`config.mk`:
```
export PLATFORM = sky130hd
export DESIGN_NAME = dram_cmd_sequencer
export DESIGN_NICKNAME = d
export VERILOG_FILES = /design/src/rtl/dseq_pkg.sv /design/src/rtl/dseq_bank.sv /design/src/rtl/dseq_bus_timer.sv /design/src/rtl/dseq_faw.sv /design/src/rtl/dram_cmd_sequencer.sv
export SDC_FILE = /design/constraint.sdc
export NUM_CORES = 1
export LEC_CHECK = 0
export BUFFER_PORTS_ARGS = -buffer_cell sky130_fd_sc_hd__buf_2
export CAP_MARGIN = 20
export CORE_ASPECT_RATIO = 0.5
export CORE_UTILIZATION = 45
export CTS_CLUSTER_DIAMETER = 100
export CTS_CLUSTER_SIZE = 10
export DETAILED_ROUTE_END_ITERATION = 12
export PLACE_DENSITY = 0.68
export SLEW_MARGIN = 30
export SYNTH_ARGS = -nofsm -noshare
export SYNTH_HDL_FRONTEND = slang
export SYNTH_SLANG_ARGS = --single-unit
```
`constraint.sdc`:
```
create_clock -name clk -period 10.65 [get_ports clk]
set_clock_uncertainty 0.2 [all_clocks]
set_input_delay 0 -clock clk [delete_from_list [all_inputs] [get_ports clk]]
set_output_delay 0 -clock clk [all_outputs]
set_load 0.005 [all_outputs]
```
`src/rtl/dseq_pkg.sv`:
```
package dseq_pkg;

    localparam int BANKS  = 8;
    localparam int BANK_W = $clog2(BANKS);
    localparam int ROW_W  = 14;
    localparam int COL_W  = 10;
    localparam int ADDR_W = (ROW_W > COL_W) ? ROW_W : COL_W;
    localparam int TCNT_W = 8;

    typedef enum logic [2:0] {
        CMD_NOP = 3'd0,
        CMD_ACT = 3'd1,
        CMD_RD  = 3'd2,
        CMD_WR  = 3'd3,
        CMD_PRE = 3'd4,
        CMD_REF = 3'd5
    } dcmd_e;

    typedef enum logic [1:0] {
        ST_IDLE  = 2'd0,
        ST_RUN   = 2'd1,
        ST_CLOSE = 2'd2
    } seq_state_e;

    typedef struct packed {
        logic [BANK_W-1:0] bank;
        logic [ROW_W-1:0]  row;
        logic [COL_W-1:0]  col;
        logic              wr;
        logic              refr;
        logic              close;
    } req_t;

    // Value loaded into a down-counter so that the next command waits n cycles.
    function automatic logic [TCNT_W-1:0] tload(int unsigned n);
        return (n == 0) ? '0 : TCNT_W'(n - 1);
    endfunction

    function automatic logic [TCNT_W-1:0] tdec(logic [TCNT_W-1:0] c);
        return (c == '0) ? c : c - 1'b1;
    endfunction

endpackage

```
`src/rtl/dseq_bank.sv`:
```
module dseq_bank
    import dseq_pkg::*;
#(
    parameter int T_RCD = 3,
    parameter int T_RAS = 7,
    parameter int T_RP  = 3,
    parameter int T_RC  = 10,
    parameter int T_WRP = 7,
    parameter int T_RFC = 12
) (
    input  logic             clk,
    input  logic             rst,
    input  logic             act_i,
    input  logic             wr_i,
    input  logic             pre_i,
    input  logic             ref_i,
    input  logic [ROW_W-1:0] row_i,
    output logic             open_o,
    output logic [ROW_W-1:0] row_o,
    output logic             col_ok_o,
    output logic             pre_ok_o,
    output logic             act_ok_o,
    output logic             rp_done_o
);

    logic [TCNT_W-1:0] rcd_c, ras_c, rp_c, rc_c, wrp_c;

    always_ff @(posedge clk) begin
        if (rst) begin
            rcd_c  <= '0;
            ras_c  <= '0;
            rp_c   <= '0;
            rc_c   <= '0;
            wrp_c  <= '0;
            open_o <= 1'b0;
            row_o  <= '0;
        end else begin
            rcd_c <= act_i ? tload(T_RCD) : tdec(rcd_c);
            ras_c <= act_i ? tload(T_RAS) : tdec(ras_c);
            rc_c  <= act_i ? tload(T_RC)  : tdec(rc_c);
            wrp_c <= wr_i  ? tload(T_WRP) : tdec(wrp_c);
            if (pre_i)      rp_c <= tload(T_RP);
            else if (ref_i) rp_c <= tload(T_RFC);
            else            rp_c <= tdec(rp_c);
            if (act_i) begin
                open_o <= 1'b1;
                row_o  <= row_i;
            end else if (pre_i || ref_i) begin
                open_o <= 1'b0;
            end
        end
    end

    assign col_ok_o  = (rcd_c == '0);
    assign pre_ok_o  = (ras_c == '0) && (wrp_c == '0);
    assign act_ok_o  = (rp_c == '0) && (rc_c == '0);
    assign rp_done_o = (rp_c == '0);

endmodule

```
`src/rtl/dseq_bus_timer.sv`:
```
module dseq_bus_timer
    import dseq_pkg::*;
#(
    parameter int T_CCD = 2,
    parameter int T_W2R = 6
) (
    input  logic clk,
    input  logic rst,
    input  logic col_i,
    input  logic wr_i,
    output logic rd_ok_o,
    output logic wr_ok_o
);

    logic [TCNT_W-1:0] ccd_c, w2r_c;

    always_ff @(posedge clk) begin
        if (rst) begin
            ccd_c <= '0;
            w2r_c <= '0;
        end else begin
            ccd_c <= col_i ? tload(T_CCD) : tdec(ccd_c);
            w2r_c <= wr_i  ? tload(T_W2R) : tdec(w2r_c);
        end
    end

    assign wr_ok_o = (ccd_c == '0);
    assign rd_ok_o = (ccd_c == '0) && (w2r_c == '0);

endmodule

```
`src/rtl/dseq_faw.sv`:
```
module dseq_faw #(
    parameter int T_FAW    = 30,
    parameter int WIN_ACTS = 4
) (
    input  logic clk,
    input  logic rst,
    input  logic act_i,
    output logic ok_o
);

    localparam int TS_W = $clog2(T_FAW + 1) + 1;

    logic [TS_W-1:0]     now;
    logic [TS_W-1:0]     stamp [WIN_ACTS];
    logic [WIN_ACTS-1:0] vld;
    logic [WIN_ACTS-1:0] aged;

    always_comb begin
        for (int i = 0; i < WIN_ACTS; i++) begin
            aged[i] = vld[i] && ((now - stamp[i]) >= TS_W'(T_FAW));
        end
    end

    assign ok_o = !vld[WIN_ACTS-1] || aged[WIN_ACTS-1];

    always_ff @(posedge clk) begin
        if (rst) begin
            now <= '0;
            vld <= '0;
            for (int i = 0; i < WIN_ACTS; i++) stamp[i] <= '0;
        end else begin
            now <= now + 1'b1;
            if (act_i) begin
                stamp[0] <= now;
                vld[0]   <= 1'b1;
                for (int i = 1; i < WIN_ACTS; i++) begin
                    stamp[i] <= stamp[i-1];
                    vld[i]   <= vld[i-1] && !aged[i-1];
                end
            end else begin
                for (int i = 0; i < WIN_ACTS; i++) vld[i] <= vld[i] && !aged[i];
            end
        end
    end

endmodule

```
`src/rtl/dram_cmd_sequencer.sv`:
```
module dram_cmd_sequencer
    import dseq_pkg::*;
#(
    parameter int T_RCD  = 3,
    parameter int T_RAS  = 7,
    parameter int T_RP   = 3,
    parameter int T_RFC  = 12,
    parameter int T_FAW  = 30,
    parameter int T_CCD  = 2,
    parameter int T_WEND = 4,
    parameter int T_WTR  = 2,
    parameter int T_WR   = 3
) (
    input  logic              clk,
    input  logic              rst,
    input  logic              close_page,
    input  logic              req_valid,
    output logic              req_ready,
    input  logic              req_refresh,
    input  logic              req_write,
    input  logic [BANK_W-1:0] req_bank,
    input  logic [ROW_W-1:0]  req_row,
    input  logic [COL_W-1:0]  req_col,
    output logic [2:0]        cmd_o,
    output logic [BANK_W-1:0] cmd_bank_o,
    output logic [ADDR_W-1:0] cmd_addr_o,
    output logic              done_o
);

    localparam int T_RC  = T_RAS + T_RP;
    localparam int T_W2R = T_WEND + T_WTR;
    localparam int T_WRP = T_WEND + T_WR;

    seq_state_e        state, nx_state;
    req_t              cur;
    dcmd_e             nx_cmd;
    logic [BANK_W-1:0] nx_bank, lo_bank;
    logic [ADDR_W-1:0] nx_addr;
    logic              nx_done;

    logic [BANKS-1:0]  open_vec, col_ok, pre_ok, act_ok, rp_done;
    logic [ROW_W-1:0]  row_arr [BANKS];
    logic              rd_ok, wr_ok, faw_ok;
    logic              is_col;

    assign is_col = (nx_cmd == CMD_RD) || (nx_cmd == CMD_WR);

    for (genvar b = 0; b < BANKS; b++) begin : g_bank
        logic hit_b;
        assign hit_b = (nx_bank == BANK_W'(b));
        dseq_bank #(
            .T_RCD(T_RCD), .T_RAS(T_RAS), .T_RP(T_RP),
            .T_RC(T_RC), .T_WRP(T_WRP), .T_RFC(T_RFC)
        ) u_bank (
            .clk      (clk),
            .rst      (rst),
            .act_i    (hit_b && (nx_cmd == CMD_ACT)),
            .wr_i     (hit_b && (nx_cmd == CMD_WR)),
            .pre_i    (hit_b && (nx_cmd == CMD_PRE)),
            .ref_i    (nx_cmd == CMD_REF),
            .row_i    (cur.row),
            .open_o   (open_vec[b]),
            .row_o    (row_arr[b]),
            .col_ok_o (col_ok[b]),
            .pre_ok_o (pre_ok[b]),
            .act_ok_o (act_ok[b]),
            .rp_done_o(rp_done[b])
        );
    end

    dseq_bus_timer #(.T_CCD(T_CCD), .T_W2R(T_W2R)) u_bus (
        .clk    (clk),
        .rst    (rst),
        .col_i  (is_col),
        .wr_i   (nx_cmd == CMD_WR),
        .rd_ok_o(rd_ok),
        .wr_ok_o(wr_ok)
    );

    dseq_faw #(.T_FAW(T_FAW), .WIN_ACTS(4)) u_faw (
        .clk  (clk),
        .rst  (rst),
        .act_i(nx_cmd == CMD_ACT),
        .ok_o (faw_ok)
    );

    // Lowest-numbered open bank, used to close banks in order before refresh.
    always_comb begin
        lo_bank = '0;
        for (int b = BANKS - 1; b >= 0; b--) begin
            if (open_vec[b]) lo_bank = BANK_W'(b);
        end
    end

    always_comb begin
        nx_cmd   = CMD_NOP;
        nx_bank  = cur.bank;
        nx_addr  = '0;
        nx_done  = 1'b0;
        nx_state = state;
        case (state)
            ST_IDLE: if (req_valid) nx_state = ST_RUN;
            ST_RUN: begin
                if (cur.refr) begin
                    if (|open_vec) begin
                        nx_bank = lo_bank;
                        if (pre_ok[lo_bank]) nx_cmd = CMD_PRE;
                    end else if (&rp_done) begin
                        nx_cmd   = CMD_REF;
                        nx_bank  = '0;
                        nx_done  = 1'b1;
                        nx_state = ST_IDLE;
                    end
                end else if (open_vec[cur.bank]) begin
                    if (row_arr[cur.bank] == cur.row) begin
                        if (col_ok[cur.bank] && (cur.wr ? wr_ok : rd_ok)) begin
                            nx_cmd   = cur.wr ? CMD_WR : CMD_RD;
                            nx_addr  = ADDR_W'(cur.col);
                            nx_done  = 1'b1;
                            nx_state = cur.close ? ST_CLOSE : ST_IDLE;
                        end
                    end else if (pre_ok[cur.bank]) begin
                        nx_cmd = CMD_PRE;
                    end
                end else if (act_ok[cur.bank] && faw_ok) begin
                    nx_cmd  = CMD_ACT;
                    nx_addr = ADDR_W'(cur.row);
                end
            end
            ST_CLOSE: begin
                if (pre_ok[cur.bank]) begin
                    nx_cmd   = CMD_PRE;
                    nx_state = ST_IDLE;
                end
            end
            default: nx_state = ST_IDLE;
        endcase
    end

    always_ff @(posedge clk) begin
        if (rst) begin
            state      <= ST_IDLE;
            cur        <= '0;
            cmd_o      <= CMD_NOP;
            cmd_bank_o <= '0;
            cmd_addr_o <= '0;
            done_o     <= 1'b0;
        end else begin
            state      <= nx_state;
            cmd_o      <= nx_cmd;
            cmd_bank_o <= nx_bank;
            cmd_addr_o <= nx_addr;
            done_o     <= nx_done;
            if (state == ST_IDLE && req_valid) begin
                cur <= '{bank: req_bank, row: req_row, col: req_col,
                         wr: req_write, refr: req_refresh, close: close_page};
            end
        end
    end

    assign req_ready = (state == ST_IDLE);

endmodule

```
After elaboration in Yosys (flattened, before gate mapping)
Memory sizes are Yosys's and may differ from the RTL's.
Index checks and enable logic that the tools add are counted.
{ "totals": {"ff_bits": 519, "mem_bits_rw": 24, "wordCells": 587, "memories": 1} }
{ "classes": {"n_addsub": 47, "n_lt_le_gt_ge": 7, "eq_ne": 72, "n_mux": 175, "bitwise": 6, "n_reduce_logical": 158} }
{ "mem_list": {"columns": ["name", "depth", "word_bits", "rd", "rd_clocked_by_memory_dff", "wr", "line", "text"], "rows": [
  ["u_faw.stamp", 4, 6, 4, 0, 4, "dseq_faw.sv:14", "logic [TS_W-1:0] stamp [WIN_ACTS];"]
]} }
{ "op_table": {"columns": ["cell", "n"], "rows": [
  ["8-bit logical NOT", 42],
  ["8-bit by 1-bit subtractor with 8-bit output (second input constant)", 42],
  ["3-bit two-way mux", 53],
  ["4-bit two-way mux", 33],
  ["2-bit by 1-bit inequality test with 1-bit output (second input constant)", 35],
  ["2-bit two-way mux", 34],
  ["14-bit two-way mux", 4],
  ["2-bit OR reduction", 27],
  ["1-bit logical AND", 52],
  ["14-bit binary-select mux with 3-bit select", 1],
  ["1-bit two-way mux", 37],
  ["3-bit OR reduction", 9],
  ["6-bit by 5-bit >= comparator with 1-bit output (second input constant)", 4],
  ["6-bit two-way mux", 4],
  ["6-bit subtractor", 4],
  ["3-bit by 2-bit inequality test with 1-bit output (second input constant)", 7],
  ["10-bit two-way mux", 2],
  ["3-bit equality test (second input constant)", 6],
  ["2-bit inequality test (second input constant)", 9],
  ["2-bit nonzero test", 8],
  ["1-bit binary-select mux with 3-bit select", 5],
  ["3-bit inequality test (second input constant)", 5],
  ["14-bit equality test", 1],
  ["3-bit by 2-bit equality test with 1-bit output (second input constant)", 4],
  ["other kinds (19)", 37]
]} }

Logic depth before layout (Yosys ltp)
Gate-level depths: netlist of run 1.
{ "depth": {"ltp_word": 19, "ltp_mapped": 17} }

Hierarchy
A second synthesis of run 1 with hierarchy kept.
{ "unflattened": {"hier_cells": 3035, "hier_area_um2": 27279.9} }
{ "by_module_without_submodules": {"columns": ["mod", "instances", "cells_per_inst", "area_per_inst_um2", "seq_area_each_um2"], "rows": [
  ["dseq_bank", 8, 285, 2563.7, 1101.1],
  ["dram_cmd_sequencer", 1, 447, 3804.9, 1061.0],
  ["dseq_faw", 1, 212, 2140.8, 920.9],
  ["dseq_bus_timer", 1, 96, 824.5, 320.3]
]} }

Worst setup path after synthesis of run 1
Ideal clock, no wire load.
{ "synth_path": {"path_type": "register to register", "from": "register g_bank[4].u_bank.rp_c[0]", "to": "memory u_faw.stamp[0][0] in the netlist's numbering, enable pin", "setup_ns": 0.425, "arrival_time_ns": 3.746, "required_ns": 10.025, "slack_ns": 6.279, "stages_incl_launch_ff": 14, "path_buffers": 2, "synth_period_minus_slack_ns": 4.371, "path_cell_list": "dfxtp_1 -> inv_1 -> ha_1 -> or4b_1 -> buf_2 -> nor4_4 -> nand4_1 -> or4_4 -> a2111oi_4 -> a21oi_1 -> a21boi_4 -> nand4_2 -> clkbuf_1 -> nand2_1"} }
{ "synth_rtl": {"columns": ["item", "line", "text"], "rows": [
  ["start: declaration", "dseq_bank.sv:26", "logic [TCNT_W-1:0] rcd_c, ras_c, rp_c, rc_c, wrp_c;"],
  ["start signal: assignment", "dseq_bank.sv:42", "if (pre_i) rp_c <= tload(T_RP);"],
  ["start signal: assignment", "dseq_bank.sv:43", "else if (ref_i) rp_c <= tload(T_RFC);"],
  ["start signal: assignment", "dseq_bank.sv:44", "else rp_c <= tdec(rp_c);"],
  ["end: declaration", "dseq_faw.sv:14", null]
]} }

Worst setup path after layout of run 1
{ "layout_path": {"from": "register cur[27] in the netlist's numbering", "to": "register g_bank[4].u_bank.rc_c[6]"} }
{ "layout_between": {"elab_chain_cells": 12, "word_cells_on_any_way": 30, "classes_between": "3 x eq/ne; 22 x mux; 1 x bitwise; 4 x reduce/logical"} }
{ "layout_rtl": {"columns": ["item", "line", "text"], "rows": [
  ["start: declaration", "dram_cmd_sequencer.sv:35", "req_t cur;"],
  ["start signal: assignment", "dram_cmd_sequencer.sv:155", "cur <= '{bank: req_bank, row: req_row, col: req_col,"],
  ["3-bit inverter with 4-bit output (implied by the code)", "dram_cmd_sequencer.sv:115", "if (row_arr[cur.bank] == cur.row) begin"],
  ["14-bit binary-select mux with 3-bit select", "dram_cmd_sequencer.sv:115", null],
  ["14-bit two-way mux (implied by the code) (2 in series)", "dram_cmd_sequencer.sv:115", null],
  ["14-bit equality test", "dram_cmd_sequencer.sv:115", null],
  ["3-bit two-way mux", "dram_cmd_sequencer.sv:115", null],
  ["3-bit two-way mux", "dram_cmd_sequencer.sv:114", "end else if (open_vec[cur.bank]) begin"],
  ["3-bit two-way mux", "dram_cmd_sequencer.sv:104", "if (cur.refr) begin"],
  ["3-bit one-hot mux with 2 select lines", "dram_cmd_sequencer.sv:101", "case (state)"],
  ["3-bit by 1-bit equality test with 1-bit output", "dram_cmd_sequencer.sv:57", ".act_i (hit_b && (nx_cmd == CMD_ACT)),"],
  ["1-bit logical AND *", "dram_cmd_sequencer.sv:57", null],
  ["2-bit OR reduction (no source line) *", null, null],
  ["end signal: assignment", "dseq_bank.sv:40", "rc_c <= act_i ? tload(T_RC) : tdec(rc_c);"],
  ["end: declaration", "dseq_bank.sv:26", null]
]} }
Every way passes the cells marked *; elsewhere a longest branch is shown, timed or not. The select of a mux whose other input is x is not followed.
A chain may end at the register's enable or synchronous reset.

==> summary by stage, run 1 <==
Run status
The run finished with clean final reports.

Synthesis
The synthesized design contains 543 register bits. The proportion of synthesized flip-flops having asynchronous set or reset is 0. The number of flops mapped to enable cells by yosys is 24. The average footprint of a synthesized cell is 8.83 sq um.

The number of nets produced by synthesis is 3022. The cell area that synthesis handed to floorplanning was 0.0258 sq mm. The synthesized instance count is 2918. The sequential element share of the synthesized area is 0.431. For this run, the leading register cell type out of synthesis is dfxtp_1. The unique cell type count in the Yosys netlist is 83.

The total number of yosys warnings is 0.

Placement
Routability-driven placement finished with a final weighted congestion of 0.950. The detailed-placement wirelength estimate is 41800 um. The number of buffer cells added on primary ports is 54.

The cell count after placement is 3609. Summing all placed instances gives a cell area of 0.0266 sq mm. OpenSTA, run right after detailed placement, puts the worst setup slack at 5210 ps.

STA
Once routing completed, OpenROAD measured the worst setup slack at 5200 ps. The number of hold violations in the final report is 0. For the pin with the worst max-slew slack, the measured transition is 990 ps. The summed negative setup slack over all endpoints is 0 ps. Setup repair after global routing left no endpoint under its margin. The achievable frequency is 183 MHz.

The number of slew-limit violations in the final report came to 0. Dividing the final minimum period by the clock period gives 0.512. The number of setup violations in the final report is 0. The relative slew slack is 0.340. The worst hold slack is 267 ps.

The final critical path time including I/O delays and setup is 5450 ps.

Worst setup path
The type of the worst setup path is flop to flop. The signal on the critical path passes through buf_4, inv_1, mux4_2, xnor2_1, nor4_1, nand4_1, o41ai_1, nand4_2, buf_4, o21ai_2, nor2_1. For the worst setup path, the data required time is 10900 ps. The critical path's slowest cell is o21ai_2.

Of all nets on the critical path, the largest fanout is 59. The cell repeated most along the worst path is buf_4. The element type at the critical path end is a flop.

STA puts the critical path data arrival time at 5700 ps. The critical path startpoint category is a flop. The largest stage delay on the critical path is 740 ps. The sum of buffers and inverters on the critical path is 3.

The cell family contributing the most delay on the critical path is compound AO/OA/AOI/OAI gates.

Drt
Wires add up to 65000 um. Once detail routing completed, the nets flagged for antenna violations numbered 0. The routed length per instance is 17.1 um. Using the TritonRoute via totals, the vias-per-cell ratio works out to 5.71. Summing over every cut layer, the via total after detailed routing is 21.7k. The number of design-rule violations left by the first detailed-router iteration is 1545. The number of detailed-routing iterations run before antenna repair is 5. The remaining routing DRC violations is 0.

Floorplanning
The die width is 340 um. The effective utilization at floorplan is 0.460. The count of pins on the block boundary is 55. The vertical die dimension is 171 um. The die covers 0.0583 sq mm. The total area inside the core boundary comes to 0.0560 sq mm.

The cell row count is 61.

Power and ir drop
The total power after layout is 8.18 mW. The switching share of total power is 0.380. The worst-case IR drop observed on VDD is 0.141 mV. The leakage power is 11.0 nW. The internal power is 5.07 mW. For this design the total switching power over the nets is 3.11 mW.

The clock network fraction of total power is 0.217. In this run the power density over the cells is 279 mW/mm^2. The share of total power dissipated in combinational logic is 0.413.

Of the total power, registers draw 0.370.

Clock network
The number of buffers added for setup after CTS is 0. The clock-pin slew on the worst setup and hold paths is 60 ps. The number of buffers added by the clock tree synthesis step is 60. The quantity of hold-fixing buffers added after cts is 117. The total number of clock tree sinks is 543.

The root buffer cell is clkbuf_16. The number of resized instances in the post-cts repair step is 0. The clock tree from TritonCTS is yes. At the later pin of the worst-skew pair, clock insertion delay measures 600 ps. The largest buffer count on any clock path is 3. The H-tree was split into 2 levels.

Cells and area
The net count of the finished layout is 3136. In the layout the commonest cells are dfxtp_1, nor3_1, nand2_1. After routing the design area is 0.0294 sq mm. After the flow finishes, the layout carries non-filler instances totaling 3795. The antenna diode count is 0. The commonest non-fill, non-tap cell in the layout is dfxtp_1. The ratio of cells with drive above 1 in the final layout is 0.0869. For this run, the share of the core covered by cells in the final layout is 0.524. The synthesis-to-finish area growth is 14.0%.

Global route
Across every metal layer, demand over resource in global routing totals 0.218. The via count of the first global-routing pass is 20.3k. The number of antenna violations at the first check in global routing is 1.

Entering global routing, the biggest net connects 210 pins. The final global-route overflow total is 0. The global-route wire length before repair is 104000 um.

Min path
The worst hold-check path type is flop to flop.

Flow run
The number of max-capacitance violations reported is 0.
kinds of logic after synthesis:
| family | count (synthesis) | share of synthesized area |
|---|---|---|
| AOI/OAI and AO/OA | 509 | 0.120 |
| buffers and inverters | 288 | 0.0444 |
| DFF | 543 | 0.431 |
| and+or+nand+nor | 1175 | 0.235 |
| adders and majority gates | 71 | 0.0357 |
| xor gates and xnor gates | 201 | 0.0683 |
| muxes | 131 | 0.0648 |
area by class of cell:
class / instances / area, sq um
sequential: 543 / 11100
tap: 756 / 946
clock inverter: 3 / 33.8
clock buffer: 66 / 1520
fill: 5109 / 26700
multi-input combinational: 2087 / 13500
inverter: 142 / 533
timing repair buffer: 198 / 1670
power by group through the flow:
stage,sequential (mW),clock (mW),combinational (mW)
6_report,3.02,1.78,3.38
5_1_grt,3.10,1.90,3.82
3_3_place_gp,3.03,0,3.21
2_1_floorplan,2.93,0,2.70
4_1_cts,3.02,1.81,3.37
3_5_place_dp,3.05,0,3.30
worst paths after layout:
kind | startpoint | end | slack (ps) | cells after the start
worst min-delay path | g_bank[4].u_bank.row_o[5] | g_bank[4].u_bank.row_o[5] | 270 | 1
worst max-delay path | cur[27] | g_bank[4].u_bank.rc_c[6] | 5200 | 11
worst min register to register | g_bank[4].u_bank.row_o[5] | g_bank[4].u_bank.row_o[5] | 270 | 1
worst max register to register | cur[27] | g_bank[4].u_bank.rc_c[6] | 5200 | 11
cell usage after synthesis (5+ instances only):
cell type  instances  share of area
nand2_1          245          0.036
nand4_1           34         0.0083
or4b_2            16         0.0062
or2_2              5         0.0012
o22ai_1            7         0.0017
nor2b_1           23         0.0056
buf_2             32         0.0062
inv_1            141          0.021
or4_1              9         0.0026
nand2b_1          16         0.0039
a22o_1            10         0.0034
edfxtp_1          24          0.028
nor4b_1           22         0.0075
nor4_1            71          0.017
nor3_1           253          0.049
and3_1            31         0.0075
mux2_2            27          0.012
nor2_2             6         0.0015
o2bb2ai_1         14         0.0048
a22oi_1            6         0.0017
o21ai_0          118          0.023
buf_1              9         0.0013
ha_1              67          0.033
and2_1            25         0.0061
dfxtp_1          519           0.40
a21oi_1          230          0.045
or3_1             35         0.0085
and4_1             6         0.0020
xor2_1            52          0.018
mux4_2            26          0.023
a211oi_1          31         0.0090
o31ai_1           23         0.0067
nand3_1          108          0.021
nor2_1           213          0.031
clkbuf_1         101          0.015
nand3b_1           5         0.0015
mux2i_1           78          0.030
a31oi_1           10         0.0024
nor3b_1           32         0.0093
xnor2_1          149          0.051
a21o_1            20         0.0058
registers in the layout, indices dropped and copies added, names as in the netlist:
| signal | flops |
|---|---|
| g_bank.u_bank.row_o | 112 |
| u_bus.ccd_c | 8 |
| g_bank.u_bank.wrp_c | 64 |
| g_bank.u_bank.rp_c | 64 |
| state | 2 |
| u_bus.w2r_c | 8 |
| u_faw.now | 6 |
| cmd_addr_o | 14 |
| cmd_o | 3 |
| u_faw.vld | 4 |
| g_bank.u_bank.rc_c | 64 |
| done_o | 1 |
| cur | 30 |
| g_bank.u_bank.open_o | 8 |
| cmd_bank_o | 3 |
| g_bank.u_bank.rcd_c | 64 |
| g_bank.u_bank.ras_c | 64 |
| u_faw.stamp | 24 |
routing by layer:
| metal | global-route usage | vias to the layer above | share of wire |
|---|---|---|---|
| met4 | 0.0636 | 0 | 0.022 |
| li1 | - | 10600 | - |
| met5 | 0 | - | 0 |
| met3 | 0.0406 | 109 | 0.067 |
| met2 | 0.361 | 596 | 0.45 |
| met1 | 0.292 | 10400 | 0.46 |
No activity file was read; power rests on OpenSTA's default activity.
==> inputs of run 2 (changes only) <==
Settings changed: PLACE_DENSITY 0.68 to 0.71.
Clock period 10.65 ns to 4.9 ns, I/O delays scaled along.
==> summary by stage, run 2 (synthesized netlist as in run 1, its figures left out) <==
Placement
The area after detailed placement came to 0.0270 sq mm (+1.6%). The post-placement worst setup slack came to 349 ps (-4860 ps). The detailed-placement wirelength estimate is 42900 um (+2.8%). The cell count after placement is 3668 (+1.6%). The number of buffer cells added on primary ports is 54 (unchanged). The routability congestion estimate is 1.02 (+7.5%).

Cells and area
The flip-flop count of the largest register after layout was 112 (unchanged). The final design instance area without fill is 0.0297 sq mm (+1.1%). The count of nets after finishing is 3184 (+1.5%). The area growth from synthesis to layout is 15.3%.

The library cell used most frequently in the layout, excluding fill and tap cells, is dfxtp_1. The ratio of cells with drive above 1 in the final layout is 0.103 (+0.0165). The utilization of the core after routing is 0.530 (+0.00574). The largest register by flop count is g_bank.u_bank.row_o.

Leaving out fill and tap cells, the most frequent cells in the layout are dfxtp_1, nor3_1, nand2_1. The antenna diode count is 0 (unchanged). The final instance count without filler cells is 3843 (+1.3%).

Drt
The number of detailed-routing iterations run before antenna repair is 5 (unchanged). The final wirelength is 66000 um (+1.4%). The remaining routing DRC violations came to 0 (unchanged). The number of design-rule violations left by the first detailed-router iteration is 1838 (+19%). The remaining antenna violation count after routing came to 0 (unchanged).

The routed length per instance is 17.2 um (+0.15%). The vias after detailed routing was 21.9k (+1.2%). The number of vias per cell is 5.70 (about the same).

Power and ir drop
The total power after layout is 18.0 mW (+120%). The leakage power was 11.3 nW (+2.3%). The peak supply drop is 0.354 mV (+150%).

The clock network fraction of total power is 0.214 (-0.003). The ratio of total power to cell area is 607 mW/mm^2 (+120%). The internal power came to 11.2 mW (+120%). The total net switching power is 6.77 mW (+120%). The switching share of total power is 0.376 (-0.00382).

The sequential share of power is 0.364 (-0.006). The portion of total power attributed to combinational logic is 0.421 (+0.008).

Worst setup path
The element type at the critical path end is a flop. The worst reg-to-reg path cell count is 12 (+1). The signal on the critical path passes through inv_1, ha_1, or4b_1, or4_1, nor4_1, a21oi_1, o21a_1, or4_1, nor2_1, nand4_1, nand2_1, nor2_1. The critical path's slowest cell is or4_1. The worst setup slack for register-to-register paths was 260 ps (-4940 ps). The top fanout value on the critical path came to 19 (-68%). The largest stage delay on the critical path is 670 ps (-70 ps). The arrival time reported for the critical path endpoint is 4870 ps (-830 ps). The critical path is of the flop to flop type. The data required time of the critical path is 5140 ps (-5760 ps).

STA classifies the critical path startpoint as a flop. In this run the critical register-to-register path is launched from g_bank[4].u_bank.rp_c[0]. In this run the critical register-to-register path is captured at g_bank[3].u_bank.rcd_c[5].

Clock network
The source-to-sink clock delay at the later pin of the worst-skew pair came to 610 ps (about the same). The number of H-tree branching levels is 2 (unchanged). The clock tree from TritonCTS is yes. The total number of clock tree sinks is 543 (unchanged). The largest buffer count on any clock path is 3 (unchanged). The number of buffers added by the clock tree synthesis step was 60 (unchanged). The root buffer cell is clkbuf_16. The clock-pin slew on the worst setup and hold paths is 60 ps (about the same).

Global route
The global-route wire length before repair was 107000 um (+2.5%). The final global-route overflow total is 0 (unchanged). The number of antenna violations at the first check in global routing is 0 (-1). The maximum number of pins on one net before global-route repair is 111 (-47%). The via count of the first global-routing pass is 20.8k (+2.9%). The global-route total usage across every layer is 0.222 (+0.00366).

Floorplanning
The die width is 340 um (unchanged). The area of the die is 0.0583 sq mm (unchanged). The core area came to 0.0560 sq mm (unchanged). The effective utilization at floorplan was 0.460 (unchanged). The cell row count is 61 (unchanged). The count of pins on the block boundary is 55 (unchanged). The vertical die dimension was 171 um (unchanged).

STA
The achievable frequency is 216 MHz (+18%). The number of slew-limit violations in the final report came to 0 (unchanged). The number of hold violations in the final report is 0 (unchanged). The number of setup violations in the final report is 0 (unchanged).

The summed negative setup slack over all endpoints is 0 ps (unchanged). The final period utilization is 0.946 (+0.434). The worst hold slack came to 268 ps (+1.23 ps). The actual transition at the worst max-transition pin is 831 ps (-159 ps).

The setup slack after layout came to 264 ps (-4940 ps). Setup repair after global routing left no endpoint under its margin. The final critical path time including I/O delays and setup is 4640 ps (-813 ps). The relative slew slack was 0.446 (+0.106).

Min path
In this run the worst hold path is classified as flop to flop. The path with the worst hold slack has its endpoint at g_bank[4].u_bank.row_o[7]. The start point of the worst hold path is g_bank[4].u_bank.row_o[7]. The worst hold path depth is 1 (unchanged).

Flow run
The number of max-capacitance violations reported is 0 (unchanged).

Run status
The run finished with clean final reports.
==> run 2: what timing repair did <==
item	in CTS	in global routing
hold endpoints to repair	122	0
setup buffers	0	0
hold buffers	106	0
resized for setup	0	0
==> run 2: how the worst max path moves through the flow <==
| stage | depth (start not counted) | end | from |
|---|---|---|---|
| 2_1_floorplan | 13 | u_faw.stamp[0][0] | g_bank[4].u_bank.rp_c[0] |
| 3_3_place_gp | 12 | g_bank[0].u_bank.rc_c[4] | g_bank[4].u_bank.rp_c[0] |
| 3_5_place_dp | 12 | g_bank[3].u_bank.ras_c[4] | g_bank[4].u_bank.rp_c[0] |
| 4_1_cts | 12 | g_bank[3].u_bank.rcd_c[3] | g_bank[4].u_bank.rp_c[0] |
| 5_1_grt | 12 | g_bank[3].u_bank.rcd_c[6] | g_bank[4].u_bank.rp_c[0] |
| 6_report | 12 | g_bank[3].u_bank.rcd_c[5] | g_bank[4].u_bank.rp_c[0] |
==> run 2: metal layers <==
layer | routed length [um] | track usage | up-vias
li1 | - | - | 10600
met1 | 29900 | 0.299 | 10400
met2 | 29400 | 0.362 | 674
met3 | 4700 | 0.0403 | 154
met4 | 1920 | 0.0712 | 0
met5 | 0 | 0 | -
==> run 2: area by class of cell <==
type / instances / area [sq um]
multi-input cells: 2087 / 13500
well taps: 756 / 946
fillers: 5031 / 26300
repair buffers: 246 / 2000
clock inverters: 3 / 26.3
clock buffers: 66 / 1550
flip-flops and latches: 543 / 11100
inverters: 142 / 533
==> run 2: power by group through the flow <==
| stage | sequential (mW) | clock, mW | combinational [mW] |
|---|---|---|---|
| floorplan | 6.36 | 0 | 5.87 |
| global placement | 6.57 | 0 | 7.18 |
| detailed placement | 6.61 | 0 | 7.38 |
| CTS | 6.54 | 3.93 | 7.54 |
| global route | 6.72 | 4.13 | 8.53 |
| finish | 6.56 | 3.86 | 7.59 |
==> run 2: critical path, delay by kind of cell (launching register included) <==
| kind | cells | cell delay (ps) |
|---|---|---|
| flip-flops | 1 | 310 |
| buffers and inverters | 1 | 100 |
| adder cells (fa/ha/maj) | 1 | 210 |
| AND/OR/NAND/NOR | 8 | 3310 |
| AO/OA/AOI/OAI | 2 | 350 |
